<file path="config.mk">
export PLATFORM = sky130hd
export DESIGN_NAME = xfer_status_unit
export DESIGN_NICKNAME = d
export VERILOG_FILES = /design/src/rtl/xfer_status_pkg.sv /design/src/rtl/w1c_flag_reg.sv /design/src/rtl/xfer_word_counter.sv /design/src/rtl/xfer_status_unit.sv
export SDC_FILE = /design/constraint.sdc
export NUM_CORES = 1
export LEC_CHECK = 0
export BUFFER_PORTS_ARGS = -buffer_cell sky130_fd_sc_hd__buf_2
export CAP_MARGIN = 5
export CORE_ASPECT_RATIO = 1.2
export CORE_MARGIN = 1
export CORE_UTILIZATION = 52
export CTS_BUF_LIST = sky130_fd_sc_hd__clkbuf_16
export CTS_CLUSTER_DIAMETER = 30
export CTS_CLUSTER_SIZE = 14
export DETAILED_ROUTE_END_ITERATION = 7
export PLACE_DENSITY = 0.92
export SYNTH_ARGS = -nofsm -noshare
export SYNTH_HDL_FRONTEND = slang
export SYNTH_SLANG_ARGS = --single-unit
</file>
<file path="constraint.sdc">
create_clock -name clk -period 3.6 [get_ports clk]
set_input_delay 0.36 -clock clk [delete_from_list [all_inputs] [get_ports clk]]
set_output_delay 0.36 -clock clk [all_outputs]
set_load 0.01 [all_outputs]
</file>
<file path="src/rtl/xfer_status_pkg.sv">
package xfer_status_pkg;

    typedef enum logic [1:0] {
        DIR_MODE_FIFO  = 2'd0,
        DIR_MODE_BLOCK = 2'd1
    } dir_mode_e;

    // operational word bit positions
    localparam int OP_IN_DONE   = 11;
    localparam int OP_OUT_DONE  = 10;
    localparam int OP_IN_SRV    = 9;
    localparam int OP_OUT_SRV   = 8;
    localparam int OP_W         = 12;

    // error word bit positions
    localparam int ERR_OUT_OVR  = 5;
    localparam int ERR_IN_UND   = 4;
    localparam int ERR_OUT_UND  = 3;
    localparam int ERR_IN_OVR   = 2;
    localparam int ERR_W        = 6;

    // serial clock error word bit positions
    localparam int SERR_OVR     = 1;
    localparam int SERR_UND     = 0;
    localparam int SERR_W       = 2;

    typedef struct packed {
        logic push;
        logic pop;
        logic full;
        logic empty;
    } fifo_evt_t;

    function automatic logic is_fifo_mode(input logic [1:0] m);
        return m == DIR_MODE_FIFO;
    endfunction

endpackage

</file>
<file path="src/rtl/w1c_flag_reg.sv">
module w1c_flag_reg #(
    parameter int W = 4
) (
    input  logic         clk,
    input  logic         rst,
    input  logic [W-1:0] set,
    input  logic         clr_we,
    input  logic [W-1:0] clr,
    output logic [W-1:0] q
);
    logic [W-1:0] clr_eff;

    always_comb clr_eff = clr_we ? clr : '0;

    always_ff @(posedge clk) begin
        if (rst) q <= '0;
        else     q <= (q & ~clr_eff) | set;
    end

    // a set bit is visible after the edge, even against a clear
    assert_set_sticks_R8: assert property (@(posedge clk) disable iff (rst)
        (set != '0) |=> ((q & $past(set)) == $past(set)));

    // cleared bits that were not set go low
    assert_w1c_clears_R8: assert property (@(posedge clk) disable iff (rst)
        (clr_we && ((clr & ~set) != '0)) |=> ((q & $past(clr & ~set)) == '0));
endmodule

</file>
<file path="src/rtl/xfer_word_counter.sv">
module xfer_word_counter #(
    parameter int CNT_W = 16
) (
    input  logic             clk,
    input  logic             rst,
    input  logic             run,
    input  logic [1:0]       mode,
    input  logic [CNT_W-1:0] fifo_lim,
    input  logic [CNT_W-1:0] blk_lim,
    input  logic             evt,
    output logic             hit
);
    import xfer_status_pkg::*;

    logic [CNT_W-1:0] cnt;
    logic [CNT_W-1:0] lim;
    logic [CNT_W:0]   nxt;

    always_comb begin
        lim = is_fifo_mode(mode) ? fifo_lim : blk_lim;
        nxt = {1'b0, cnt} + {{CNT_W{1'b0}}, 1'b1};
        hit = run && evt && (lim != '0) && (nxt == {1'b0, lim});
    end

    always_ff @(posedge clk) begin
        if (rst || !run) cnt <= '0;
        else if (evt)    cnt <= nxt[CNT_W-1:0];
    end

    assert_idle_count_zero_R3: assert property (@(posedge clk) disable iff (rst)
        !run |=> (cnt == '0));

    assert_hit_needs_run_R3: assert property (@(posedge clk) disable iff (rst)
        hit |-> run);

    assert_zero_limit_never_done_R3: assert property (@(posedge clk) disable iff (rst)
        (lim == '0) |-> !hit);
endmodule

</file>
<file path="src/rtl/xfer_status_unit.sv">
module xfer_status_unit #(
    parameter int CNT_W       = 16,
    parameter int FIFO_DEPTH  = 64,
    parameter int BLOCK_WORDS = 16,
    parameter int LVL_W       = $clog2(FIFO_DEPTH + 1)
) (
    input  logic             clk,
    input  logic             rst,
    input  logic             run,
    input  logic [1:0]       in_mode,
    input  logic [1:0]       out_mode,
    input  logic [CNT_W-1:0] rd_cnt,
    input  logic [CNT_W-1:0] wr_cnt,
    input  logic [CNT_W-1:0] in_cnt,
    input  logic [CNT_W-1:0] out_cnt,
    input  logic             in_push,
    input  logic             in_pop,
    input  logic             in_full,
    input  logic             in_empty,
    input  logic [LVL_W-1:0] in_level,
    input  logic             out_push,
    input  logic             out_pop,
    input  logic             out_full,
    input  logic             out_empty,
    input  logic [LVL_W-1:0] out_level,
    input  logic             sclk_ovr_evt,
    input  logic             sclk_und_evt,
    input  logic [5:0]       err_en,
    input  logic [1:0]       serr_en,
    input  logic             op_clr_we,
    input  logic [11:0]      op_clr,
    input  logic             err_clr_we,
    input  logic [5:0]       err_clr,
    input  logic             serr_clr_we,
    input  logic [1:0]       serr_clr,
    output logic [11:0]      op_flags,
    output logic [5:0]       err_flags,
    output logic [1:0]       serr_flags,
    output logic             irq
);
    import xfer_status_pkg::*;

    localparam logic [LVL_W:0] DEPTH_L = (LVL_W+1)'(FIFO_DEPTH);
    localparam logic [LVL_W:0] BLK_L   = (LVL_W+1)'(BLOCK_WORDS);

    fifo_evt_t ife, ofe;
    logic      in_hit, out_hit;
    logic      in_srv, out_srv;
    logic [LVL_W:0] out_room;
    logic [3:0]        op_set, op_q;
    logic [ERR_W-1:0]  err_set;
    logic [SERR_W-1:0] serr_set;

    always_comb begin
        ife = '{push: in_push,  pop: in_pop,  full: in_full,  empty: in_empty};
        ofe = '{push: out_push, pop: out_pop, full: out_full, empty: out_empty};
    end

    xfer_word_counter #(.CNT_W(CNT_W)) u_in_cnt (
        .clk(clk), .rst(rst), .run(run), .mode(in_mode),
        .fifo_lim(rd_cnt), .blk_lim(in_cnt),
        .evt(ife.push && !ife.full), .hit(in_hit)
    );

    xfer_word_counter #(.CNT_W(CNT_W)) u_out_cnt (
        .clk(clk), .rst(rst), .run(run), .mode(out_mode),
        .fifo_lim(wr_cnt), .blk_lim(out_cnt),
        .evt(ofe.pop && !ofe.empty), .hit(out_hit)
    );

    // service requests
    always_comb begin
        out_room = DEPTH_L - {1'b0, out_level};
        in_srv   = run && (is_fifo_mode(in_mode) ? !ife.empty
                                                 : ({1'b0, in_level} >= BLK_L));
        out_srv  = run && (is_fifo_mode(out_mode) ? !ofe.full
                                                  : (out_room >= BLK_L));
        op_set   = {in_hit, out_hit, in_srv, out_srv};
    end

    // FIFO and serial errors
    always_comb begin
        err_set              = '0;
        err_set[ERR_IN_OVR]  = ife.push && ife.full;
        err_set[ERR_IN_UND]  = ife.pop  && ife.empty;
        err_set[ERR_OUT_OVR] = ofe.push && ofe.full;
        err_set[ERR_OUT_UND] = ofe.pop  && ofe.empty && run;
        serr_set             = '0;
        serr_set[SERR_OVR]   = sclk_ovr_evt;
        serr_set[SERR_UND]   = sclk_und_evt;
    end

    w1c_flag_reg #(.W(4)) u_op_reg (
        .clk(clk), .rst(rst), .set(op_set),
        .clr_we(op_clr_we), .clr(op_clr[OP_IN_DONE:OP_OUT_SRV]), .q(op_q)
    );

    w1c_flag_reg #(.W(ERR_W)) u_err_reg (
        .clk(clk), .rst(rst), .set(err_set),
        .clr_we(err_clr_we), .clr(err_clr), .q(err_flags)
    );

    w1c_flag_reg #(.W(SERR_W)) u_serr_reg (
        .clk(clk), .rst(rst), .set(serr_set),
        .clr_we(serr_clr_we), .clr(serr_clr), .q(serr_flags)
    );

    always_comb begin
        op_flags = {op_q, ife.full, ofe.full, !ife.empty, !ofe.empty, 4'b0000};
        irq      = (|op_q) || (|(err_flags & err_en)) || (|(serr_flags & serr_en));
    end

    assert_reset_clear_R1: assert property (@(posedge clk)
        $past(rst) |-> (op_q == '0 && err_flags == '0 && serr_flags == '0));

    assert_in_overrun_R6: assert property (@(posedge clk) disable iff (rst)
        (in_push && in_full) |=> err_flags[ERR_IN_OVR]);

    assert_out_underrun_R6: assert property (@(posedge clk) disable iff (rst)
        (out_pop && out_empty && run) |=> err_flags[ERR_OUT_UND]);

    assert_clk_fault_R7: assert property (@(posedge clk) disable iff (rst)
        sclk_ovr_evt |=> serr_flags[SERR_OVR]);

    assert_irq_holds_R9: assert property (@(posedge clk) disable iff (rst)
        (irq && !op_clr_we && !err_clr_we && !serr_clr_we
         && $stable(err_en) && $stable(serr_en)) |=> irq);

    assert_input_done_R3: assert property (@(posedge clk) disable iff (rst)
        in_hit |=> op_flags[OP_IN_DONE]);
endmodule

</file>
# Word level (Yosys, flattened, before mapping)
# Index checks and enable logic that the tools add are counted.
[word_totals]
register_bits = 44
inputBits = 126
word_cells = 60
[classes]
addsub = 3
order_cmp = 2
n_eq_ne = 2
mux = 7
bitwise_logic = 11
reduce_logical = 30
[ops]
columns = ["cell", "count"]
rows = [
  ["$add A16 B1 Y17 const B", 2],
  ["$eq A17 B16 Y1", 2],
  ["$mux W16", 2],
  ["$reduce_bool A16 Y1", 2],
  ["$logic_and A1 B1 Y1", 15],
  ["$and A6 B6 Y6", 2],
  ["$ge A8 B5 Y1 const B", 1],
  ["$sub A7 B7 Y8 const A", 1],
  ["$ge A7 B5 Y1 const B", 1],
  ["$mux W6", 1],
  ["$not A6 Y6", 1],
  ["$or A6 B6 Y6", 1],
  ["$reduce_or A6 Y1", 1],
  ["$logic_not A1 Y1", 5],
  ["$and A2 B2 Y2", 2],
  ["$and A4 B4 Y4", 1],
  ["$logic_not A2 Y1", 2],
  ["$mux W4", 1],
  ["$not A4 Y4", 1],
  ["$or A4 B4 Y4", 1],
  ["$reduce_or A4 Y1", 1],
  ["$logic_or A1 B1 Y1", 3],
  ["$mux W1", 2],
  ["$mux W2", 1],
  ["3 further kinds", 3],
]

# Logic depth before layout (Yosys ltp)
# Gate-level depths: netlist (run 1).
[logic_depth]
depth_word = 6
depth_mapped = 9

# Modules after synthesis
# A second synthesis (run 1) with hierarchy kept.
[unflattened]
cells_unflattened = 446
area_unflattened_um2 = 3514.6
[modules_own_cells]
columns = ["module", "instances", "cells_each", "area_per_inst_um2", "seq_area_each_um2"]
rows = [
  ["xfer_word_counter", 2, 183, 1426.4, 320.3],
  ["xfer_status_unit", 1, 32, 226.5, 0.0],
  ["w1c_flag_reg at u_err_reg", 1, 24, 217.7, 120.1],
  ["w1c_flag_reg at u_op_reg", 1, 16, 145.1, 80.1],
  ["w1c_flag_reg at u_serr_reg", 1, 8, 72.6, 40.0],
]

# Worst setup path after synthesis (run 1)
# No wires, ideal clock.
[synth_path]
path_type = "register to register"
start = "reg u_out_cnt.cnt[0]"
end = "reg u_op_reg.q[2]"
setup_ns = 0.069
t_arrival_ns = 1.923
slack_ns = 1.609
stages_incl_launch_ff = 9
cell_sequence = "dfxtp_1 -> ha_1 -> nand3_2 -> nor2_1 -> nand3_1 -> or3_1 -> a22oi_1 -> nand4b_1 -> o21ai_1"
[synth_via]
elab_chain_cells = 4
[synth_rtl]
columns = ["item", "line_no", "source"]
rows = [
  ["from (decl)", "xfer_word_counter.sv:15", "logic [CNT_W-1:0] cnt;"],
  ["from (signal assigned)", "xfer_word_counter.sv:27", "else if (evt) cnt <= nxt[CNT_W-1:0];"],
  ["$add A16 B1 Y17", "xfer_word_counter.sv:21", "nxt = {1'b0, cnt} + {{CNT_W{1'b0}}, 1'b1};"],
  ["$eq A17 B16 Y1", "xfer_word_counter.sv:22", "hit = run && evt && (lim != '0) && (nxt == {1'b0, lim});"],
  ["$logic_and A1 B1 Y1", "xfer_word_counter.sv:22", ""],
  ["$or A4 B4 Y4", "w1c_flag_reg.sv:17", "else q <= (q & ~clr_eff) | set;"],
  ["to (signal assigned)", "w1c_flag_reg.sv:17", ""],
  ["to (decl)", "w1c_flag_reg.sv:9", "output logic [W-1:0] q"],
]
# No other way between the ends.
# A chain may end at the register's enable or synchronous reset.

# Worst setup path in the final report (run 1)
# Ends and elaborated chain as after synthesis.

==> results.cfg, run 1 <==
[outcome]
status = completed

[grt]
grt_pass1_wl_um = 14200
grt_usage_pct = 27.3
grt_max_degree = 23
overflow = 0
antenna_found_initial = 0
first_global_vias = 3343

[sta]
worst_hold_slack_ps = 251
fin_crit_sh_pct = 68.2
slew_headroom_pct = 55.4
hold_viol_final = 0
fmax_ghz = 0.407
final.min_clock_period_ps = 2450
setup_tns_ps = 0
post-route-worst-setup-slack_ps = 1150
worst_pin_slew_ps = 669
finalSetupViolations = 0
clock-skew-final_ps = 8.86
slew_violations = 0
rsz0062_at_grt = false

[layout]
drive_gt1_share_pct = 27.7
syn2layout_area_growth_pct = 24.4
multi_input_area_mm2 = 0.00229
antenna_cells = 0
nNetsFinal = 665
fillerInstances = 471
utilization_pct = 67.7
register_area_um2 = 881

[critical_path]
path_max_fanout = 8
crit_type = flop to flop
cp-start-kind = flop
crit_required_ps = 3820
cp.arrival_ps = 2680
end_kind = flop

[synth]
synth_warnings = 0
synth-seq-cells = 44
async_flop_share_pct = 0
synth_area_mm2 = 0.00332
syn_avg_cell_area_um2 = 7.91
ys_seq_area_share_pct = 26.6
syn_inst = 419
yosysUniqueCellTypes = 54
synthFlopType = dfxtp_1
synth_area_leaders = dfxtp_1 (27%), xnor2_1 (9.2%), mux2i_1 (8.8%)
yosysMostFrequentCell = dfxtp_1
synth_edf_count = 0
yosys.area.top_type = dfxtp_1
yosysTopAreaCellShare_pct = 26.6
synth_commonest_cells = dfxtp_1 (44), nand2_1 (40), nor2_1 (40), xnor2_1 (35), mux2i_1 (29)

[place]
dp_slack_ps = 989
dpl.hpwl_um = 7210
place_congestion = 0.970
io_buffers = 130

[power_and_ir_drop]
p_per_area_mw_per_mm2 = 307
vdd_drop_max_v = 0.000204
leakage_nw = 1.60

[clocking]
cts-root-buf = clkbuf_16
clk_pin_slew_worst_paths_ps = 70
cts_buffer_depth = 2
cts_sinks = 44
cts_resized = 0
cts_buffers = 5
clock_latency_ps = 290
cts_tree = done
cts.hold.buffers_added = 0
cts_setup_buffers = 0
htree_levels = 2

[drt]
wl_um = 9220
post_drt_via_cell_ratio = 5.88
remaining_drc_errors = 0
vias = 3645
ant_nets = 0
routedWlPerCell_um = 14.9
drt_pass1_iterations = 5
drtIter0Drc = 300

[hold_path]
hold_class = input port to flop

[floorplan]
dieHeight_um = 89.5
pin_count = 147
coreArea_mm2 = 0.00609
die_x_um = 74.9
rows = 31
die_area_mm2 = 0.00670
start_util_pct = 54.4

[run]
max_cap_viol_count = 0
-- worst max-delay path: stages, from the launching register on --
cell and delay [ps]:
dfxtp_1 440, ha_1 260, nand3_2 200, nor2_1 370
nand3_1 220, or3_1 410, a22oi_1 240, nand4b_1 120
o21ai_1 130
-- cell families after synthesis --
family | count (synthesis) | synth area share, %
adders and majority gates | 2 | 0.755
muxes | 30 | 9.09
AOI/OAI and AO/OA | 68 | 13.2
xor gates and xnor gates | 63 | 16.9
and+or+nand+nor | 183 | 28.8
DFF | 44 | 26.6
other | 1 | 0.113
buffers and inverters | 28 | 4.60
-- layout by cell type, fill, tap and decap left out, drive strengths merged, types with 2 or more instances in the layout --
cell    netlist  routed
nand4b        3       3
o21a          2       2
a221oi        2       2
nand2b        2       2
o21ai        14      14
a31oi         4       4
xor2         27      27
nor3         13      13
nor4         20      20
a211o         2       2
or4           3       3
nor2         44      44
a22o          2       2
inv           5       6
ha            2       2
or3          17      17
conb          1       4
nand3b        2       2
dfxtp        44      44
a21oi        21      21
clkbuf       12       5
o211ai        2       2
nand3        18      18
buf          11     131
a22oi         6       6
nor2b         2       2
a211oi        4       4
nor3b         2       2
mux2i        29      29
nand4        13      13
xnor2        36      36
nand2        40      40
a41oi         2       2
-- flip-flops by register name, indices dropped and copies added (netlist names) --
signal / flops
u_in_cnt.cnt: 16
u_out_cnt.cnt: 16
u_err_reg.q: 6
u_op_reg.q: 4
u_serr_reg.q: 2
-- metal layers --
metal / wire (µm) / up-vias / track usage (%) / part of all wire (%)
met5: 0 / - / 0 / 0
met1: 3510 / 1648 / 30.4 / 38
met3: 633 / 37 / 4.28 / 6.9
met4: 293 / 0 / 13.2 / 3.2
met2: 4780 / 208 / 50.0 / 52
li1: - / 1752 / - / -
-- final cells by class --
type                            count  share of cell area, %
Inverter                            5                  0.455
Clock inverter                      3                   1.12
Multi-Input combinational cell    350                   55.6
Tap cell                           82                   2.49
Sequential cell                    44                   21.4
Clock buffer                        5                   3.03
Timing Repair Buffer              131                   16.0
-- metrics by stage --
step           cell area, µm²  total power [mW]  cells
3_5_place_dp             3950             0.741    612
5_1_grt                  4130              1.31    620
4_1_cts                  4130              1.27    620
3_3_place_gp             3950             0.732    612
6_report                 4130              1.27    620
2_1_floorplan            3330             0.643    422
-- final timing paths --
check	from	end	slack, ps	depth (start not counted)
setup / recovery	u_out_cnt.cnt[0]$_SDFFE_PP0P_	u_op_reg.q[2]$_SDFF_PP0_	1150	8
hold / removal	err_clr[1]	u_err_reg.q[1]$_SDFF_PP0_	250	2
setup reg to reg	u_out_cnt.cnt[0]$_SDFFE_PP0P_	u_op_reg.q[2]$_SDFF_PP0_	1150	8
hold reg to reg	u_err_reg.q[1]$_SDFF_PP0_	u_err_reg.q[1]$_SDFF_PP0_	460	2
-- report_power, final --
group	switching (mW)	internal [mW]	total [mW]	leakage (nW)
clock network	0.201	0.330	0.531	0.0804
logic	0.122	0.113	0.235	1.16
registers	0.00688	0.494	0.501	0.356
No activity file was read; power rests on OpenSTA's default activity.
==> run 2: changes to the inputs <==
Settings changed: CORE_UTILIZATION 52 to 44, PLACE_DENSITY 0.92 to 0.83.
Clock period 3.6 ns to 2.2 ns, I/O delays scaled along.
==> run 2 against run 1 <==
  * Critical path depth shrank 1
  * Non-clock buffer count increased by 17
  * Final cell count increased by 4.0%
  * First-iteration DRC count fell by 46%
  * Final area is 3.9% higher
  * Clock skew grew 3.3 ps
  * Sequential cell count is the same
  * Sequential share of layout area down 0.76 points
  * Combinational power increased by 68%
  * Via count decreased by 1.2%
  * Register-to-register slack worse by 980 ps
  * Critical path type unchanged
  * Critical endpoint is now u_op_reg.q[3]$_SDFF_PP0_
==> results.cfg, run 2 (synthesis gave the netlist of run 1 again) <==
[drt]
wl_um = 9300
ant_nets = 0
post_drt_via_cell_ratio = 5.58
remaining_drc_errors = 0
drt_pass1_iterations = 4
vias = 3600
routedWlPerCell_um = 14.4
drtIter0Drc = 161

[power_and_ir_drop]
pwr-share-comb_pct = 19.4
totalPowerFinal_mw = 2.04
p_switching_uw = 502
leakage_nw = 1.69
seq_power_share_pct = 40.2
p_int_mw = 1.53
p_sw_share_pct = 24.7
p_per_area_mw_per_mm2 = 475
p_clk_share_pct = 40.4
vdd_drop_max_v = 0.000372

[floorplan]
start_util_pct = 45.6
coreArea_mm2 = 0.00727
dieHeight_um = 97.1
rows = 34
die_area_mm2 = 0.00789
die_x_um = 81.2
pin_count = 147

[outcome]
status = completed

[layout]
drive_gt1_share_pct = 30.3
biggestRegsByFlops = u_in_cnt.cnt: 16 flops, u_out_cnt.cnt: 16 flops, u_err_reg.q: 6 flops
syn2layout_area_growth_pct = 29.2
antenna_cells = 0
nNetsFinal = 682
layout_common_cells = buf_2 (130), dfxtp_1 (43), nand2_1 (40)
fillerInstances = 655
final_common_cell = buf_2

[sta]
slew_headroom_pct = 65.9
hold_viol_final = 0
final.min_clock_period_ps = 2040
setup_tns_ps = 0
fmax_ghz = 0.491
worst_pin_slew_ps = 507
finalSetupViolations = 0
clock-skew-final_ps = 12.2
fin_crit_sh_pct = 92.7
rsz0062_at_grt = false
slew_violations = 0

[grt]
grt_usage_pct = 23.7
grt_max_degree = 31
overflow = 0
first_global_vias = 3469
grt_pass1_wl_um = 14900
antenna_found_initial = 0

[clocking]
clk_pin_slew_worst_paths_ps = 60
cts.hold.buffers_added = 0
cts_buffer_depth = 2
cts_resized = 0
cts_setup_buffers = 0
cts-root-buf = clkbuf_16
clock_latency_ps = 280
htree_levels = 2
cts_tree = done
cts_buffers = 5
cts_sinks = 44

[critical_path]
end_kind = flop
r2r-end = u_op_reg.q[3]$_SDFF_PP0_
cp-start-kind = flop
crit_type = flop to flop
path_max_fanout = 8
r2r_start = u_in_cnt.cnt[1]$_SDFFE_PP0P_
reg2reg_slack_ps = 160
reg2reg_depth = 7
crit_required_ps = 2390
cp.arrival_ps = 2230

[hold_path]
hold_class = input port to flop
hold-path-endpoint = u_err_reg.q[1]$_SDFF_PP0_
whs_path_depth = 2
hp-start = err_clr[1]

[place]
dpl.hpwl_um = 7540
io_buffers = 130
place_congestion = 0.945

[run]
max_cap_viol_count = 0
run 2: per-layer routing:
layer	up-vias	track usage [%]	share of wire, %
met1	1690	26.9	41
met2	115	44.4	53
met3	14	3.29	4.3
met4	0	7.01	1.6
li1	1781	-	-
met5	-	0	0
run 2: worst max-delay path by stage:
| stage | start | end | slack (ps) | cells past startpoint |
|---|---|---|---|---|
| after detailed placement | u_out_cnt.cnt[0]$_SDFFE_PP0P_ | u_op_reg.q[2]$_SDFF_PP0_ | 70 | 8 |
| after global routing | u_out_cnt.cnt[0]$_SDFFE_PP0P_ | u_op_reg.q[2]$_SDFF_PP0_ | 5 | 8 |
| final | u_in_cnt.cnt[1]$_SDFFE_PP0P_ | u_op_reg.q[3]$_SDFF_PP0_ | 160 | 7 |
| after global placement | in_mode[1] | u_op_reg.q[3]$_SDFF_PP0_ | 120 | 9 |
| after floorplan | u_out_cnt.cnt[0]$_SDFFE_PP0P_ | u_op_reg.q[2]$_SDFF_PP0_ | 210 | 8 |
| after CTS | u_out_cnt.cnt[0]$_SDFFE_PP0P_ | u_op_reg.q[2]$_SDFF_PP0_ | 60 | 8 |
run 2: through the flow:
| stage | setup slack, ps | cells | util, % | cell area (µm²) | hold WS (ps) |
|---|---|---|---|---|---|
| floorplan | 209 | 422 | - | 3330 | 313 |
| global placement | 118 | 637 | 56.4 | 4100 | 403 |
| detailed placement | 72.3 | 637 | 56.4 | 4100 | 409 |
| CTS | 63.6 | 645 | 58.7 | 4270 | 113 |
| global route | 5.04 | 645 | 58.9 | 4280 | 111 |
| finish | 161 | 645 | 58.9 | 4280 | 122 |
run 2: final cells by class:
type,count,area (µm²),share of cell area (%)
Inverter,5,18.8,0.438
Clock inverter,3,38.8,0.905
Multi-Input combinational cell,350,2310,53.9
Clock buffer,5,125,2.92
Sequential cell,44,882,20.6
Tap cell,90,113,2.63
Timing Repair Buffer,148,798,18.6
run 2: power by group through the flow:
stage	Clock (mW)	Combinational (mW)	Sequential, mW
finish	0.822	0.395	0.819
detailed placement	0	0.391	0.836
global placement	0	0.379	0.835
CTS	0.840	0.393	0.819
global route	0.874	0.430	0.820
floorplan	0	0.213	0.839
run 2: critical path, stage by stage, from the launching register on:
cell and delay (ps):
dfxtp_1 370, ha_1 260, nand3_4 150, nor2_2 170, xor2_1 170, xnor2_1 90
or4_1 490, o31ai_2 240
==> run 3: changes to the inputs <==
Clock period 2.2 ns to 1.75 ns, I/O delays scaled along.
==> run 3 against run 2 <==
  * The flow now finishes with violations (negative setup slack)
  * Clock power grew 23%
  * Utilization up 7.8 points
  * Count of clock-buffer cells in the layout increased by 1
  * Hold slack got worse by 62 ps
  * Register-to-register slack got worse by 290 ps
  * Final area grew 13%
  * Power up 27%
  * Die area unchanged
  * Sequential share of layout area is 2.0 points lower
==> results.cfg, run 3 (synthesis gave the netlist of run 1 again) <==
[layout]
syn2layout_area_growth_pct = 46.2
layout_common_cells = buf_2 (130), buf_4 (59), nand2_1 (38)
drive_gt1_share_pct = 41.3
nNetsFinal = 727
final_common_cell = buf_2
antenna_cells = 0
biggestRegsByFlops = u_in_cnt.cnt: 16 flops, u_out_cnt.cnt: 16 flops, u_err_reg.q: 6 flops
utilization_pct = 66.6

[drt]
routedWlPerCell_um = 14.9
ant_nets = 0
post_drt_via_cell_ratio = 5.54
wl_um = 10300
drt_pass1_iterations = 5
drtIter0Drc = 144
remaining_drc_errors = 0
vias = 3821

[critical_path]
r2r_start = u_in_cnt.cnt[0]$_SDFFE_PP0P_
cp-start-kind = flop
path_max_fanout = 5
reg2reg_slack_ps = -120
end_kind = flop
crit_required_ps = 1940
reg2reg_depth = 7
r2r-end = u_op_reg.q[3]$_SDFF_PP0_
cp.arrival_ps = 2070
crit_type = flop to flop

[outcome]
status = complete, but fails checks
violations = negative setup slack

[clocking]
cts_tree = done
cts_buffer_depth = 2
clock_latency_ps = 280
cts_buffers = 5
htree_levels = 2
clk_pin_slew_worst_paths_ps = 60
cts_sinks = 44
cts-root-buf = clkbuf_16
cts.hold.buffers_added = 0

[sta]
fmax_ghz = 0.533
rsz0062_at_grt = true
post-route-worst-setup-slack_ps = -125
setup_tns_ps = -139
worst_hold_slack_ps = 59.1
slew_headroom_pct = 64.5
clock-skew-final_ps = 4.79
worst_pin_slew_ps = 531
fin_crit_sh_pct = 107
slew_violations = 0
hold_viol_final = 0
final.min_clock_period_ps = 1870
finalSetupViolations = 2

[floorplan]
pin_count = 147
die_area_mm2 = 0.00789
rows = 34
die_x_um = 81.2
coreArea_mm2 = 0.00727
start_util_pct = 45.6
dieHeight_um = 97.1

[grt]
grt_usage_pct = 25.5
met3_usage_pct = 4.13
use_met1_pct = 27.0
overflow = 0
grt_max_degree = 16
grt.met2_usage_pct = 47.6
grt_pass1_wl_um = 16000
top_usage_layer = met2
first_global_vias = 3814
antenna_found_initial = 0

[power_and_ir_drop]
p_int_mw = 1.90
p_switching_uw = 675
totalPowerFinal_mw = 2.58
pwr-share-comb_pct = 20.9
seq_power_share_pct = 39.8
p_sw_share_pct = 26.2
vdd_drop_max_v = 0.000408
p_per_area_mw_per_mm2 = 532
p_clk_share_pct = 39.3
leakage_nw = 1.98

[place]
place_congestion = 0.840
dpl.hpwl_um = 8100
io_buffers = 130
dp_slack_ps = -279

[hold_path]
hold_class = input port to flop
hp-start = err_clr[1]
hold-path-endpoint = u_err_reg.q[1]$_SDFF_PP0_
whs_path_depth = 2

[run]
max_cap_viol_count = 0
[run 3: cell count changes in the layout (fill, tap and decap cells not counted), sizes merged]
cell      change
clkinv        -1
buf          +45
bufinv        -1
clkinvlp      +1
clkbuf        +1
[run 3: worst max-delay path by stage]
| stage | start | slack (ps) | cells past startpoint | to |
|---|---|---|---|---|
| CTS | u_in_cnt.cnt[0]$_SDFFE_PP0P_ | -110 | 7 | u_op_reg.q[3]$_SDFF_PP0_ |
| finish | u_in_cnt.cnt[0]$_SDFFE_PP0P_ | -120 | 7 | u_op_reg.q[3]$_SDFF_PP0_ |
| detailed placement | in_mode[1] | -280 | 9 | u_op_reg.q[3]$_SDFF_PP0_ |
| global route | u_in_cnt.cnt[0]$_SDFFE_PP0P_ | -180 | 7 | u_op_reg.q[3]$_SDFF_PP0_ |
| floorplan | in_mode[1] | 2 | 7 | u_op_reg.q[3]$_SDFF_PP0_ |
| global placement | in_mode[1] | -160 | 8 | u_op_reg.q[3]$_SDFF_PP0_ |
[run 3: area by class of cell]
| cell class | instances | area, µm² |
|---|---|---|
| multi-input cells | 350 | 2500 |
| fillers | 577 | 2430 |
| repair buffers | 193 | 1150 |
| flip-flops and latches | 44 | 900 |
| clock buffers | 6 | 150 |
| well taps | 90 | 113 |
| inverters | 5 | 18.8 |
| clock inverters | 2 | 16.3 |
[run 3: per-stage QoR]
stage | std cells | area, µm²
6_report | 690 | 4850
5_1_grt | 690 | 4850
4_1_cts | 689 | 4740
3_5_place_dp | 679 | 4510
3_3_place_gp | 679 | 4510
2_1_floorplan | 422 | 3420
[run 3: power groups by stage]
stage,Combinational [mW],Sequential [mW],Clock [mW]
floorplan,0.270,1.05,0
global placement,0.497,1.05,0
detailed placement,0.515,1.05,0
CTS,0.523,1.03,1.04
global route,0.587,1.03,1.09
finish,0.539,1.03,1.01
[run 3: what timing repair did]
item,in CTS,in global routing
pin swaps,7,10
gates cloned,0,0
resized for setup,10,21
setup endpoints to repair,4,5
buffers inserted,2,1
[run 3: worst max-delay path, stage by stage, from the launching register on]
cell and delay (ps):
dfxtp_4 370, ha_4 150, nand3_4 120, nor2_4 170
xor2_2 180, xnor2_1 70, or4_1 490, o31ai_2 220
[run 3: metal layers]
layer  routed length (µm)  vias to the layer above
met2                 5440                      169
met4                  275                        0
li1                     -                     1874
met5                    0                        -
met3                  550                       28
met1                 4030                     1750
